File: src/rtl/gpio_evt_pkg.sv
package gpio_evt_pkg;
    localparam int PINS  = 24;
    localparam int BUS_W = 32;
    localparam int ADR_W = 4;
    localparam logic [ADR_W-1:0] OFS_INT  = 4'h0;
    localparam logic [ADR_W-1:0] OFS_EDGE = 4'h4;

    typedef enum logic [1:0] {
        SEL_NONE = 2'd0,
        SEL_INT  = 2'd1,
        SEL_EDGE = 2'd2
    } reg_sel_e;
endpackage

File: src/rtl/gpio_evt_sync.sv
module gpio_evt_sync #(
    parameter int W      = 24,
    parameter int STAGES = 2
) (
    input  logic         clk,
    input  logic         rst_n,
    input  logic [W-1:0] pin_raw,
    output logic [W-1:0] rise_o,
    output logic [W-1:0] fall_o
);
    logic [W-1:0] stage_q [STAGES];
    logic [W-1:0] prev_q;

    always_ff @(posedge clk or negedge rst_n) begin
        if (!rst_n) begin
            for (int s = 0; s < STAGES; s++) stage_q[s] <= '0;
            prev_q <= '0;
        end else begin
            stage_q[0] <= pin_raw;
            for (int s = 1; s < STAGES; s++) stage_q[s] <= stage_q[s-1];
            prev_q <= stage_q[STAGES-1];
        end
    end

    // compare the settled level with its value one cycle earlier
    assign rise_o =  stage_q[STAGES-1] & ~prev_q;
    assign fall_o = ~stage_q[STAGES-1] &  prev_q;
endmodule

File: src/rtl/gpio_evt_cell.sv
module gpio_evt_cell (
    input  logic clk,
    input  logic rst_n,
    input  logic is_input,
    input  logic en_rise,
    input  logic en_fall,
    input  logic rise,
    input  logic fall,
    input  logic clear,
    output logic int_o,
    output logic edge_o
);
    logic hit;
    logic watch;

    assign hit   = is_input & ((rise & en_rise) | (fall & en_fall));
    assign watch = is_input & ~en_rise & ~en_fall & (rise | fall);

    always_ff @(posedge clk or negedge rst_n) begin
        if (!rst_n) begin
            int_o  <= 1'b0;
            edge_o <= 1'b0;
        end else if (clear) begin
            int_o  <= 1'b0;
            edge_o <= 1'b0;
        end else if (hit) begin
            int_o <= 1'b1;
            if (!int_o) edge_o <= rise;  // first cause is kept
        end else if (watch) begin
            edge_o <= 1'b1;
        end
    end
endmodule

File: src/rtl/gpio_evt_regif.sv
module gpio_evt_regif
    import gpio_evt_pkg::*;
#(
    parameter int W  = PINS,
    parameter int BW = BUS_W,
    parameter int AW = ADR_W
) (
    input  logic [AW-1:0] addr,
    input  logic          we,
    input  logic [BW-1:0] wdata,
    input  logic [W-1:0]  int_v,
    input  logic [W-1:0]  edge_v,
    output logic [BW-1:0] rdata,
    output logic          clear
);
    localparam int PAD = BW - W;

    reg_sel_e sel;

    always_comb begin
        if (addr == OFS_INT)       sel = SEL_INT;
        else if (addr == OFS_EDGE) sel = SEL_EDGE;
        else                       sel = SEL_NONE;
    end

    always_comb begin
        unique case (sel)
            SEL_INT:  rdata = {{PAD{1'b0}}, int_v};
            SEL_EDGE: rdata = {{PAD{1'b0}}, edge_v};
            default:  rdata = '0;
        endcase
    end

    assign clear = we && (sel != SEL_NONE) && (|wdata);
endmodule

File: src/rtl/gpio_evt_status.sv
module gpio_evt_status
    import gpio_evt_pkg::*;
(
    input  logic             clk,
    input  logic             rst_n,
    input  logic [PINS-1:0]  pin_raw,
    input  logic [PINS-1:0]  dir_in,
    input  logic [PINS-1:0]  rise_en,
    input  logic [PINS-1:0]  fall_en,
    input  logic [ADR_W-1:0] bus_addr,
    input  logic             bus_we,
    input  logic [BUS_W-1:0] bus_wdata,
    output logic [BUS_W-1:0] bus_rdata,
    output logic             irq
);
    logic [PINS-1:0] rise_v;
    logic [PINS-1:0] fall_v;
    logic [PINS-1:0] int_vec;
    logic [PINS-1:0] edge_vec;
    logic            clr;

    gpio_evt_sync #(.W(PINS), .STAGES(2)) u_sync (
        .clk     (clk),
        .rst_n   (rst_n),
        .pin_raw (pin_raw),
        .rise_o  (rise_v),
        .fall_o  (fall_v)
    );

    gpio_evt_regif #(.W(PINS), .BW(BUS_W), .AW(ADR_W)) u_regif (
        .addr   (bus_addr),
        .we     (bus_we),
        .wdata  (bus_wdata),
        .int_v  (int_vec),
        .edge_v (edge_vec),
        .rdata  (bus_rdata),
        .clear  (clr)
    );

    for (genvar i = 0; i < PINS; i++) begin : g_pin
        gpio_evt_cell u_cell (
            .clk      (clk),
            .rst_n    (rst_n),
            .is_input (dir_in[i]),
            .en_rise  (rise_en[i]),
            .en_fall  (fall_en[i]),
            .rise     (rise_v[i]),
            .fall     (fall_v[i]),
            .clear    (clr),
            .int_o    (int_vec[i]),
            .edge_o   (edge_vec[i])
        );
    end

    always_ff @(posedge clk or negedge rst_n) begin
        if (!rst_n) irq <= 1'b0;
        else        irq <= |int_vec;
    end
endmodule

File: config.mk
export PLATFORM = sky130hd
export DESIGN_NAME = gpio_evt_status
export DESIGN_NICKNAME = d
export VERILOG_FILES = /design/src/rtl/gpio_evt_pkg.sv /design/src/rtl/gpio_evt_sync.sv /design/src/rtl/gpio_evt_cell.sv /design/src/rtl/gpio_evt_regif.sv /design/src/rtl/gpio_evt_status.sv
export SDC_FILE = /design/constraint.sdc
export NUM_CORES = 1
export LEC_CHECK = 0
export ABC_AREA = 1
export ABC_CLOCK_PERIOD_IN_PS = 1150
export BUFFER_PORTS_ARGS = -buffer_cell sky130_fd_sc_hd__buf_4
export CORE_MARGIN = 2
export CORE_UTILIZATION = 48
export CTS_BUF_LIST = sky130_fd_sc_hd__clkbuf_8 sky130_fd_sc_hd__clkbuf_16
export CTS_CLUSTER_DIAMETER = 30
export DETAILED_ROUTE_END_ITERATION = 12
export PLACE_DENSITY = 0.77
export SETUP_SLACK_MARGIN = 0.5
export SLEW_MARGIN = 0
export SYNTH_ARGS = -nofsm -noshare
export SYNTH_HDL_FRONTEND = slang
export SYNTH_HIERARCHICAL = 1
export SYNTH_SLANG_ARGS = --single-unit
File: constraint.sdc
create_clock -name clk -period 1.15 [get_ports clk]
set_clock_uncertainty 0.2 [all_clocks]
set_input_delay 0.1725 -clock clk [delete_from_list [all_inputs] [get_ports clk]]
set_output_delay 0.1725 -clock clk [all_outputs]
set_load 0.01 [all_outputs]
# Word level (Yosys, flattened, before mapping)
# Cells that the tools add are included.
# W data, S select, Z words.
[totals]
regBits = 121
latch_bits = 0
mem_bits_rw = 0
mem_bits_ro = 0
inputBits = 135
out_inout_bits = 33
word_cells = 548
mem_count = 0
[classes]
add_sub_neg = 0
mul = 0
div_mod_pow = 0
order_cmp = 0
n_eq_ne = 27
n_shift = 0
muxes = 147
bitwise = 244
reduce_logical = 78
[ops]
columns = ["cell", "count"]
rows = [
  ["$and A1 B1 Y1", 144],
  ["$mux W1", 144],
  ["$ne A3 B3 Y1 const B", 24],
  ["$reduce_bool A3 Y1", 24],
  ["$reduce_bool A2 Y1", 25],
  ["$and A24 B24 Y24", 2],
  ["$not A1 Y1", 48],
  ["$not A24 Y24", 2],
  ["$or A1 B1 Y1", 48],
  ["$pmux W24 S2", 1],
  ["$reduce_and A2 Y1", 24],
  ["$reduce_or A32 Y1", 1],
  ["$reduce_or A24 Y1", 1],
  ["$eq A4 B3 Y1 const B", 1],
  ["$logic_not A4 Y1", 1],
  ["$mux W2", 2],
  ["$eq A2 B1 Y1 const B", 1],
  ["$eq A2 B2 Y1 const B", 1],
  ["$logic_and A1 B1 Y1", 2],
]

# Depth between registers and ports, before layout
# Gate-level depths: netlist of run 1.
[logic_depth]
word_depth = 8
ltp_mapped = 9
depth_no_buf = 9

# Modules after synthesis
# Netlist of run 1, hierarchy kept.
[by_module_without_submodules]
columns = ["module", "instances", "cells_per_inst", "area_per_inst_um2", "seq_area_each_um2"]
rows = [
  ["gpio_evt_cell", 24, 22, 138.9, 50.0],
  ["gpio_evt_sync", 1, 168, 2162.1, 1801.7],
  ["gpio_evt_regif", 1, 126, 588.1, 0.0],
  ["gpio_evt_status", 1, 23, 108.9, 25.0],
]

# Worst setup path before layout of run 1
# OpenSTA, ideal clock, no wires.
[synth_path]
path_kind = "input to register"
from = "in bus_addr[3]"
to = "reg g_pin[0].u_cell.edge_o"
setup_time_ns = 0.117
t_arrival_ns = 2.345
required_time_ns = 0.833
path_slack_ns = -1.512
cell_stages = 7
n_path_buf = 1
cell_sequence = "nor3_2 > buf_4 > nand2_1 > nor2_1 > inv_1 > nand2_1 > a21oi_2"
[synth_between]
elab_chain_len = 8
word_cells_on_any_way = 11
[synth_rtl]
columns = ["element", "line", "text"]
rows = [
  ["start, declared", "gpio_evt_status.sv:10", "input logic [ADR_W-1:0] bus_addr,"],
  ["$eq A4 B3 Y1", "gpio_evt_regif.sv:22", "else if (addr == OFS_EDGE) sel = SEL_EDGE;"],
  ["$mux W2", "gpio_evt_regif.sv:22", ""],
  ["$mux W2 *", "gpio_evt_regif.sv:21", "if (addr == OFS_INT) sel = SEL_INT;"],
  ["$reduce_bool A2 Y1 *", "gpio_evt_regif.sv:34", "assign clear = we && (sel != SEL_NONE) && (|wdata);"],
  ["$logic_and A1 B1 Y1 * (2 in series)", "gpio_evt_regif.sv:34", ""],
  ["net clr", "gpio_evt_status.sv:20", "logic clr;"],
  ["$ne A3 B3 Y1 (no line) / $reduce_bool A3 Y1 (equally long branches)", "n/a", ""],
  ["$reduce_and A2 Y1 (no line)", "n/a", ""],
  ["end signal, assigned", "gpio_evt_cell.sv:28", "if (!int_o) edge_o <= rise;"],
  ["end, declared", "gpio_evt_cell.sv:11", "output logic edge_o"],
]
# The timed path passes the listed nets; every way through them passes the cells marked *.
# A chain may end at the register's enable or synchronous reset.

# Final worst setup path of run 1
[layout_path]
from = "reg g_pin[5].u_cell.int_o"
to = "out bus_rdata[5]"
[layout_between]
elab_chain_len = 1
[layout_rtl]
columns = ["element", "line", "text"]
rows = [
  ["start, declared", "gpio_evt_cell.sv:10", "output logic int_o,"],
  ["start signal, assigned", "gpio_evt_cell.sv:21", "int_o <= 1'b0;"],
  ["start signal, assigned", "gpio_evt_cell.sv:24", "int_o <= 1'b0;"],
  ["start signal, assigned", "gpio_evt_cell.sv:27", "int_o <= 1'b1;"],
  ["$pmux W24 S2", "gpio_evt_regif.sv:27", "unique case (sel)"],
  ["end, declared", "gpio_evt_status.sv:13", "output logic [BUS_W-1:0] bus_rdata,"],
]
# No other way between the ends.

==> results by group, run 1 <==
Synth
  • Proportion of netlist area held by the largest area contributor: 48.90%
  • Syn Std Cell Area: 0.006192 mm2
  • Count leader, synth: nand2_1
  • Syn. warnings: 6
  • Seq/Total Area, Yosys: 48.90%
  • Area leader, netlist: dfrtp_1
  • Commonest cells post-synth: nand2_1 (281), inv_1 (169), dfrtp_1 (121)
  • Syn_area_per_cell: 7.328 um2
  • Number of distinct library cells after synthesis: 15
  • Area contributors post-synth: dfrtp_1 (49%), nand2_1 (17%), inv_1 (10%), nand3_1 (5.9%), nor2_1 (5.2%)
  • Ys flop type: dfrtp_1
  • Synthesized netlist cell count: 845
  • Async SR Flop Fraction: 100.0%
  • Flops & latches, synth: 121
  • Post-synth EDFFs: 0

Route
  • Vias: 6,213
  • Iteration-0 DRC Markers: 363
  • WL per Instance: 13.79 um
  • Final wirelength: 17.62 mm
  • Via density: 4.862
  • Antenna Nets Post-Route: 0
  • Residual DRC: 0
  • Drt pass-1 iters: 6

STA
  • Crit share post-route: 128.8%
  • Final min period: 1481 ps
  • Setup violations, final: 74
  • Final worst slack: -331.3 ps
  • Hold slack final: -548.4 ps
  • Achievable Freq: 0.6751 GHz
  • Final count of hold timing violations: 193
  • RSZ-0062 raised after global routing: yes
  • Max Transition Viols Final: 0
  • Total Neg Setup Slack: -19,820 ps

Die
  • Die Y: 117.6 um
  • Total core area: 0.01262 mm2
  • DIE AREA: 0.01383 mm2
  • Ports: 168
  • Number of core rows: 41
  • Initial Util: 49.07%
  • Die W: 117.6 um

Placement
  • Placer Congestion: 0.8564
  • Post-Place Worst Slack: -458.1 ps
  • Buffers on Ports: 159
  • Post-DP Area: 0.007828 mm2
  • DP Wirelength: 10.47 mm

Power
  • Cell Pwr Density: 1389 mW/mm2
  • Worst IR Drop VDD: 0.001031 V
  • Leakage: 5.181 nW

Setup path
  • Maximum fanout count along the critical path: 2
  • Worst Setup End Kind: output port
  • RR Startpoint: g_pin[20].u_cell/int_o
  • Worst Path Arrival: 1110 ps
  • Critical path data required time: 780 ps
  • Crit start category: flip-flop
  • CP Class: reg -> out
  • Crit. Startpoint: g_pin[5].u_cell/int_o

Global routing
  • Gr usage total: 24.93%
  • Grt total ovfl: 0
  • Largest net degree at the start of global routing: 31
  • Number of global-route vias before repair: 5,918
  • Initial antenna violation count: 0
  • First-pass GRT wire length: 27.35 mm

CTS
  • Clk sink count: 121
  • Root buffer cell: clkbuf_16
  • Clk_lat worst skew: 420 ps
  • H-tree levels: 4
  • Total CTS buffers: 17
  • Clock transition at the registers of the reported paths: 50 ps
  • CTS tree: done
  • Clock Tree Buf Depth: 2

Status
  • Violated checks: negative hold slack, negative setup slack
  • Status: finished, violations left

Finish
  • Number of fill cells: 875
  • Layout overhead on the synthesized area: 57.32%
  • Post-route cell area: 0.009742 mm2
  • # nets final: 1,228
  • Sequential cell area: 0.003028 mm2
  • ANT cells: 0
  • Post-layout util: 77.20%
  • Multi-input gate area: 0.002989 mm2
  • Layout cell share with drive strength beyond 1: 44.85%

Worst hold path
  • Worst min-delay path class: in -> async

Job
  • Max Cap Viol: 0
per-stage QoR:
stage | std cells | power [mW]
2_1_floorplan | 852 | 6.543
3_3_place_gp | 1183 | 7.383
3_5_place_dp | 1183 | 7.446
4_1_cts | 1264 | 13.14
5_1_grt | 1278 | 14.19
6_report | 1278 | 13.53
metal layers:
metal | GRT usage [%] | vias up | wire length, um
met2 | 42.69 | 255 | 8942
met4 | 9.036 | 0 | 403
met1 | 30.32 | 2888 | 7100
met3 | 6.686 | 41 | 1172
met5 | 0 | - | 0
li1 | - | 3029 | -
cell families (layout without fill, tap and decap cells):
| kind of cell | count (synthesis) | in the layout | share of synthesized area, % |
|---|---|---|---|
| flip-flops | 121 | 121 | 48.90 |
| AO/OA/AOI/OAI | 48 | 48 | 5.334 |
| AND/OR/NAND/NOR | 488 | 488 | 33.58 |
| other | 1 | 8 | 0.06056 |
| buffers and inverters | 187 | 441 | 12.12 |
timing repair:
item / CTS / global route
setup buffers: 43 / 14
endpoints found under the setup margin: 122 / 122
pin swaps: 29 / 37
hold endpoints to repair: 193 / 193
cloned: 6 / 0
gates resized for setup: 158 / 98
report_power, final:
group | internal, mW | switching, mW
Clock | 3.24 | 1.86
Sequential | 4.80 | 0.346
Combinational | 1.65 | 1.64
placed cells by master, fill, tap and decap left out, drive strengths merged, types with 2 or more instances in the layout:
cell and count:
conb 8, a21oi 48, nand3 73, buf 240, clkinv 6, inv 173
or2 24, nand2 281, clkbuf 19, nand3b 24, dfrtp 121, nor2 85
bufinv 2
path summary, 6_finish.rpt:
check / end / slack [ps] / cells after the start
max: bus_rdata[5] / -330 / 3
min: u_sync/prev_q[10] / -550 / 1
max reg2reg: g_pin[20].u_cell/edge_o / -260 / 8
min reg2reg: u_sync/stage_q[16] / 140 / 0
max in group asynchronous: u_sync/stage_q[24] / 840 / 2
min in group clk: u_sync/stage_q[41] / -340 / 1
registers in the layout (all words and copies together), names as in the netlist:
register	flops
u_sync/stage_q	48
g_pin.u_cell/edge_o	24
g_pin.u_cell/int_o	24
u_sync/prev_q	24
irq	1
final cells by class:
type | count | area share, %
sequential | 121 | 31.08
multi-input combinational | 544 | 30.68
timing repair buffer | 240 | 23.14
inverter | 169 | 7.077
clock buffer | 19 | 4.649
tap | 172 | 2.209
clock inverter | 13 | 1.156
critical path: stages, from the launching register on:
cell	delay [ps]
dfrtp_1	390
nand3_1	120
nand2_2	60
buf_6	120
(Power assumes the default switching activity.)
==> run 2: changes to the inputs <==
--- a/config.mk
+++ b/config.mk
@@ -6,14 +6,14 @@
 export NUM_CORES = 1
 export LEC_CHECK = 0
 export ABC_AREA = 1
-export ABC_CLOCK_PERIOD_IN_PS = 1150
+export ABC_CLOCK_PERIOD_IN_PS = 1600
 export BUFFER_PORTS_ARGS = -buffer_cell sky130_fd_sc_hd__buf_4
 export CORE_MARGIN = 2
-export CORE_UTILIZATION = 48
+export CORE_UTILIZATION = 53
 export CTS_BUF_LIST = sky130_fd_sc_hd__clkbuf_8 sky130_fd_sc_hd__clkbuf_16
 export CTS_CLUSTER_DIAMETER = 30
 export DETAILED_ROUTE_END_ITERATION = 12
-export PLACE_DENSITY = 0.77
+export PLACE_DENSITY = 0.81
 export SETUP_SLACK_MARGIN = 0.5
 export SLEW_MARGIN = 0
 export SYNTH_ARGS = -nofsm -noshare
==> constraint.sdc (replaced) <==
create_clock -name clk -period 1.6 [get_ports clk]
set_clock_uncertainty 0.2 [all_clocks]
set_input_delay 0.24 -clock clk [delete_from_list [all_inputs] [get_ports clk]]
set_output_delay 0.24 -clock clk [all_outputs]
set_load 0.01 [all_outputs]
==> results by group, run 2 (synthesis gave the netlist of run 1 again) <==
Status
  • Status: finished, violations left
  • Violated checks: negative hold slack, negative setup slack

CTS
  • Clk_lat worst skew: 420 ps (about the same)
  • Clock Tree Buf Depth: 2 (unchanged)
  • Clock transition at the registers of the reported paths: 50 ps (about the same)
  • Hold Buf Count CTS: 51
  • H-tree levels: 4 (unchanged)
  • CTS tree: done
  • Total CTS buffers: 17 (unchanged)
  • Root buffer cell: clkbuf_16
  • Clk sink count: 121 (unchanged)

Finish
  • Cell Count, Final, Fillers Out: 1,259 (-1.5%)
  • ANT cells: 0 (unchanged)
  • Post-layout util: 87.39% (+10 points)
  • Most common cell after layout, fill and taps aside: nand2_1
  • Layout cell share with drive strength beyond 1: 38.44% (-6.4 points)
  • Most flop-heavy register: u_sync/stage_q
  • Number of fill cells: 581 (-34%)
  • # nets final: 1,238 (+0.81%)
  • Layout overhead on the synthesized area: 61.14%
  • Max reg flops: 48 (unchanged)
  • Most frequent cells in the layout: nand2_1 (227), buf_4 (157), inv_1 (144)

Global routing
  • Largest net degree at the start of global routing: 43 (+39%)
  • Gr usage total: 29.48% (+4.6 points)
  • Initial antenna violation count: 0 (unchanged)
  • Number of global-route vias before repair: 6,557 (+11%)
  • Grt total ovfl: 0 (unchanged)
  • First-pass GRT wire length: 29.61 mm (+8.2%)

STA
  • Total Neg Setup Slack: -335.9 ps (+19,480 ps)
  • Final min period: 1672 ps
  • RSZ-0062 raised after global routing: yes
  • Achievable Freq: 0.5981 GHz
  • Max Transition Viols Final: 0 (unchanged)
  • Final worst slack: -72.03 ps (+259.3 ps)
  • Setup violations, final: 14 (-81%)
  • Final count of hold timing violations: 3 (-98%)
  • Hold slack final: -7.009 ps (+541.3 ps)
  • Crit share post-route: 104.5%

Placement
  • Dpl cells: 1,150 (-2.8%)
  • Placer Congestion: 0.8556 (about the same)
  • DP Wirelength: 10.24 mm (-2.3%)
  • Post-Place Worst Slack: -87.61 ps (+370.5 ps)
  • Buffers on Ports: 159 (unchanged)

Die
  • Initial Util: 54.23% (+5.2 points)
  • Ports: 168 (unchanged)
  • Die W: 112.1 um (-4.7%)
  • Die Y: 112.1 um (-4.7%)
  • Number of core rows: 39 (-4.9%)
  • DIE AREA: 0.01256 mm2 (-9.1%)
  • Total core area: 0.01142 mm2 (-9.5%)

Setup path
  • Largest stage delay on the critical path: 210 ps (-180 ps)
  • Most numerous cell on the critical path: buf_12
  • Worst Setup End Kind: output port
  • CP top delay family: buffers and inverters
  • Worst Path Arrival: 1230 ps (+120 ps)
  • Crit start category: input port
  • Slowest stage cell, crit path: nor3_4
  • Maximum fanout count along the critical path: 20 (+18)
  • Worst-path cell chain: buf_6 > nor3_4 > buf_12 > buf_12 > nand3_1 > nand2_2 > buf_4
  • Critical path data required time: 1160 ps (+380 ps)
  • CP Class: in -> out
  • CP Buf/Inv Count: 4 (+3)

Route
  • Final wirelength: 20.47 mm (+16%)
  • Antenna Nets Post-Route: 0 (unchanged)
  • Vias: 6,515 (+4.9%)
  • Residual DRC: 0 (unchanged)
  • Iteration-0 DRC Markers: 490 (+35%)
  • Via density: 5.175 (+6.4%)
  • Drt pass-1 iters: 5 (-1)
  • WL per Instance: 16.26 um (+18%)

Power
  • Worst IR Drop VDD: 0.001236 V (+20%)
  • Cell Pwr Density: 974.2 mW/mm2 (-30%)
  • Leakage: 5.237 nW (+1.1%)

Job
  • Max Cap Viol: 0 (unchanged)

Worst hold path
  • Worst min-delay path class: in -> reg
run 2: repair_timing:
item	4_1_cts	5_1_grt
endpoints found under the hold margin	193	1
cloned	7	0
resized for setup	132	107
endpoints found under the setup margin	74	74
buffers inserted	15	4
pin swaps	10	25
run 2: final timing paths:
path	start	endpoint	slack, ps	depth (start not counted)
max reg2reg	u_sync/stage_q[10]	g_pin[10].u_cell/edge_o	0	7
min	rise_en[19]	g_pin[19].u_cell/edge_o	-7	5
max	bus_addr[0]	bus_rdata[14]	-70	7
min in group asynchronous	rst_n	g_pin[13].u_cell/edge_o	10	2
max in group asynchronous	rst_n	g_pin[20].u_cell/int_o	690	3
min reg2reg	u_sync/stage_q[28]	u_sync/stage_q[4]	150	0
run 2: metrics by stage:
stage / total power, mW / instance area, um2
after floorplan: 4.702 / 6309
after global placement: 5.299 / 7749
after detailed placement: 5.347 / 7749
after CTS: 9.459 / 9559
after global routing: 10.16 / 9978
final: 9.721 / 9978
run 2: final cells by class:
type,count,area [um2],share of cell area (%)
clock buffer,21,480.5,4.815
timing repair buffer,250,2411,24.16
sequential,121,3030,30.37
inverter,169,799.5,8.013
multi-input combinational,544,2974,29.81
clock inverter,11,103.9,1.041
tap,143,178.9,1.793
run 2: power by group:
| part | switching [mW] | internal [mW] |
|---|---|---|
| clock network | 1.35 | 2.42 |
| registers | 0.337 | 3.45 |
| logic | 1.14 | 1.02 |
run 2: per-layer routing:
layer | track usage (%) | part of all wire, % | up-vias
met5 | 0 | 0 | -
met1 | 34.23 | 38 | 3106
met2 | 52.81 | 53 | 304
met3 | 7.505 | 6.1 | 54
li1 | - | - | 3051
met4 | 10.73 | 2.5 | 0
run 2: tightest hold or removal path, delay by kind of cell:
kind | cells | cell delay (ps)
buffers and inverters | 1 | 80
AND/OR/NAND/NOR | 3 | 200
AO/OA/AOI/OAI | 1 | 40
==> run 3: changes to the inputs <==
--- a/config.mk
+++ b/config.mk
@@ -9,11 +9,11 @@
 export ABC_CLOCK_PERIOD_IN_PS = 1600
 export BUFFER_PORTS_ARGS = -buffer_cell sky130_fd_sc_hd__buf_4
 export CORE_MARGIN = 2
-export CORE_UTILIZATION = 53
+export CORE_UTILIZATION = 50
 export CTS_BUF_LIST = sky130_fd_sc_hd__clkbuf_8 sky130_fd_sc_hd__clkbuf_16
 export CTS_CLUSTER_DIAMETER = 30
 export DETAILED_ROUTE_END_ITERATION = 12
-export PLACE_DENSITY = 0.81
+export PLACE_DENSITY = 0.77
 export SETUP_SLACK_MARGIN = 0.5
 export SLEW_MARGIN = 0
 export SYNTH_ARGS = -nofsm -noshare
==> results by group, run 3 (synthesis gave the netlist of run 1 again) <==
Power
  • Switching portion of total power: 27.47% (-1.6 points)
  • Gate power share: 21.2% (-1.0 points)
  • Leakage: 5.161 nW (-1.4%)
  • Clock Power Share: 39.6% (+0.8 points)
  • Internal Pwr Total: 6.937 mW (+0.66%)
  • Worst IR Drop VDD: 0.0008206 V (-34%)
  • Cell Pwr Density: 990.1 mW/mm2 (+1.6%)
  • Flop pwr share: 39.2% (+0.2 points)
  • Net Sw Power: 2.627 mW (-7.2%)

STA
  • Crit share post-route: 104.9% (+0.37 points)
  • Setup violations, final: 34 (+20)
  • Achievable Freq: 0.5960 GHz (-0.35%)
  • RSZ-0062 raised after global routing: yes
  • Final min period: 1678 ps (+5.933 ps)
  • Max Transition Viols Final: 0 (unchanged)
  • Hold slack final: -9.749 ps (-2.740 ps)
  • Final count of hold timing violations: 4 (+1)
  • Final worst slack: -77.96 ps (-5.933 ps)

Setup path
  • Worst-path cell chain: buf_6 > nor3_4 > buf_6 > buf_6 > buf_16 > nand3_1 > nand2_2 > buf_6
  • Slowest stage cell, crit path: nor3_4
  • Most numerous cell on the critical path: buf_6
  • CP top delay family: buffers and inverters
  • Worst Path Arrival: 1240 ps (about the same)
  • CP Class: in -> out
  • CP Buf/Inv Count: 5 (+1)
  • Crit start category: input port
  • Worst Setup End Kind: output port
  • Largest stage delay on the critical path: 190 ps (-20 ps)
  • Maximum fanout count along the critical path: 5 (-75%)
  • Critical path data required time: 1160 ps (about the same)

Die
  • Ports: 168 (unchanged)
  • Die Y: 115.3 um (+2.9%)
  • Number of core rows: 40 (+2.6%)
  • Initial Util: 51.34% (-2.9 points)
  • Die W: 115.3 um (+2.9%)
  • DIE AREA: 0.01329 mm2 (+5.8%)
  • Total core area: 0.01206 mm2 (+5.6%)

Route
  • WL per Instance: 12.93 um (-20%)
  • Final wirelength: 16.58 mm (-19%)
  • Antenna Nets Post-Route: 0 (unchanged)
  • Iteration-0 DRC Markers: 387 (-21%)
  • Drt pass-1 iters: 6 (+1)
  • Vias: 6,083 (-6.6%)
  • Residual DRC: 0 (unchanged)
  • Via density: 4.745 (-8.3%)

Finish
  • Layout cell share with drive strength beyond 1: 35.19% (-3.3 points)
  • Sequential cell area: 0.003028 mm2 (about the same)
  • Layout overhead on the synthesized area: 55.99%
  • Most frequent cells in the layout: nand2_1 (237), buf_4 (156), inv_1 (148)
  • Max reg flops: 48 (unchanged)
  • Post-route cell area: 0.009659 mm2 (-3.2%)
  • Most flop-heavy register: u_sync/stage_q
  • Cell Count, Final, Fillers Out: 1,282 (+1.8%)
  • Most common cell after layout, fill and taps aside: nand2_1
  • Number of fill cells: 781 (+34%)
  • ANT cells: 0 (unchanged)
  • Multi-input gate area: 0.002829 mm2 (-4.9%)
  • # nets final: 1,237 (-0.081%)

Global routing
  • Initial antenna violation count: 0 (unchanged)
  • First-pass GRT wire length: 25.38 mm (-14%)
  • Grt met3 use: 6.537% (-0.97 points)
  • Met1 Usage GRT: 29.72% (-4.5 points)
  • Gr usage total: 24.71% (-4.8 points)
  • Met2 usage: 43.29% (-9.5 points)
  • Largest net degree at the start of global routing: 88 (+100%)
  • Grt total ovfl: 0 (unchanged)
  • Number of global-route vias before repair: 5,855 (-11%)
  • GRT busiest layer: met2

Status
  • Status: finished, violations left
  • Violated checks: negative hold slack, negative setup slack

Placement
  • Dpl cells: 1,177 (+2.3%)
  • DP Wirelength: 9.801 mm (-4.2%)
  • Post-DP Area: 0.007795 mm2 (+0.60%)
  • Buffers on Ports: 159 (unchanged)
  • Placer Congestion: 0.8175 (-4.5%)

CTS
  • H-tree levels: 4 (unchanged)
  • Clk_lat worst skew: 410 ps (about the same)
  • Root buffer cell: clkbuf_16
  • Clock transition at the registers of the reported paths: 50 ps (about the same)
  • Total CTS buffers: 17 (unchanged)
  • Clock Tree Buf Depth: 2 (unchanged)
  • CTS tree: done
  • Clk sink count: 121 (unchanged)

Worst hold path
  • Worst min-delay path class: in -> reg

Job
  • Max Cap Viol: 0 (unchanged)
## run 3: cell types whose count changed in the layout (fill, tap and decap cells not counted), moves of 4 or more
cell       delta
buf_6         +9
inv_1         +4
nand2_4       -9
buf_12        -8
clkinv_8      -6
clkinv_4     -18
nand2_1      +10
clkbuf_16     +5
nor2_1       +18
nor2_2       -17
buf_16        -5
inv_4        +19
## run 3: tightest hold or removal path: cells and delay by family
| family | cells | cell delay [ps] |
|---|---|---|
| and+or+nand+nor | 3 | 200 |
| AOI/OAI and AO/OA | 1 | 40 |
| buffers and inverters | 1 | 80 |
## run 3: cell type report
class                   instances  share of cell area, %
multi-input cells             544                  29.29
flip-flops and latches        121                  31.35
clock inverters                12                  1.399
inverters                     169                  7.060
clock buffers                  19                  4.689
well taps                     168                  2.176
repair buffers                249                  24.04
## run 3: through the flow
stage	utilization (%)	worst slack, ps	hold slack, ps	total power [mW]	setup TNS (ps)
floorplan	-	-104.9	-255.6	4.702	-2822
global placement	64.63	-49.94	121.5	5.295	-965.3
detailed placement	64.63	-59.72	124.2	5.334	-1246
CTS	75.70	-30.09	-23.76	9.369	-248.1
global route	80.08	-114.5	5.066	10.01	-3408
finish	80.08	-77.96	-9.749	9.564	-1750
## run 3: routing by layer
layer | up-vias | wire length (um)
li1 | 3030 | -
met1 | 2842 | 6914
met2 | 190 | 8493
met3 | 21 | 988
met4 | 0 | 184
met5 | - | 0
## run 3: worst paths after layout
kind | from | to | slack, ps | cells past startpoint
max in group asynchronous | rst_n | u_sync/prev_q[18] | 610 | 3
min reg2reg | u_sync/stage_q[37] | u_sync/stage_q[13] | 150 | 0
max | bus_addr[0] | bus_rdata[19] | -80 | 8
min | rise_en[22] | g_pin[22].u_cell/edge_o | -10 | 5
max reg2reg | u_sync/stage_q[13] | g_pin[13].u_cell/edge_o | 210 | 8
min in group asynchronous | rst_n | u_sync/stage_q[10] | 210 | 3
## run 3: power by group through the flow
stage	registers (mW)	clock network [mW]	logic, mW
2_1_floorplan	3.70	0	1.00
3_3_place_gp	3.76	0	1.53
3_5_place_dp	3.77	0	1.56
4_1_cts	3.72	3.85	1.80
5_1_grt	3.79	3.96	2.26
6_report	3.75	3.79	2.02
## run 3: repair_timing
action | 4_1_cts | 5_1_grt
pin swaps | 9 | 12
hold buffers | 50 | 0
gates cloned | 3 | 4
endpoints found under the hold margin | 193 | 0
gates resized for setup | 22 | 138
setup buffers | 11 | 6
setup endpoints to repair | 74 | 74
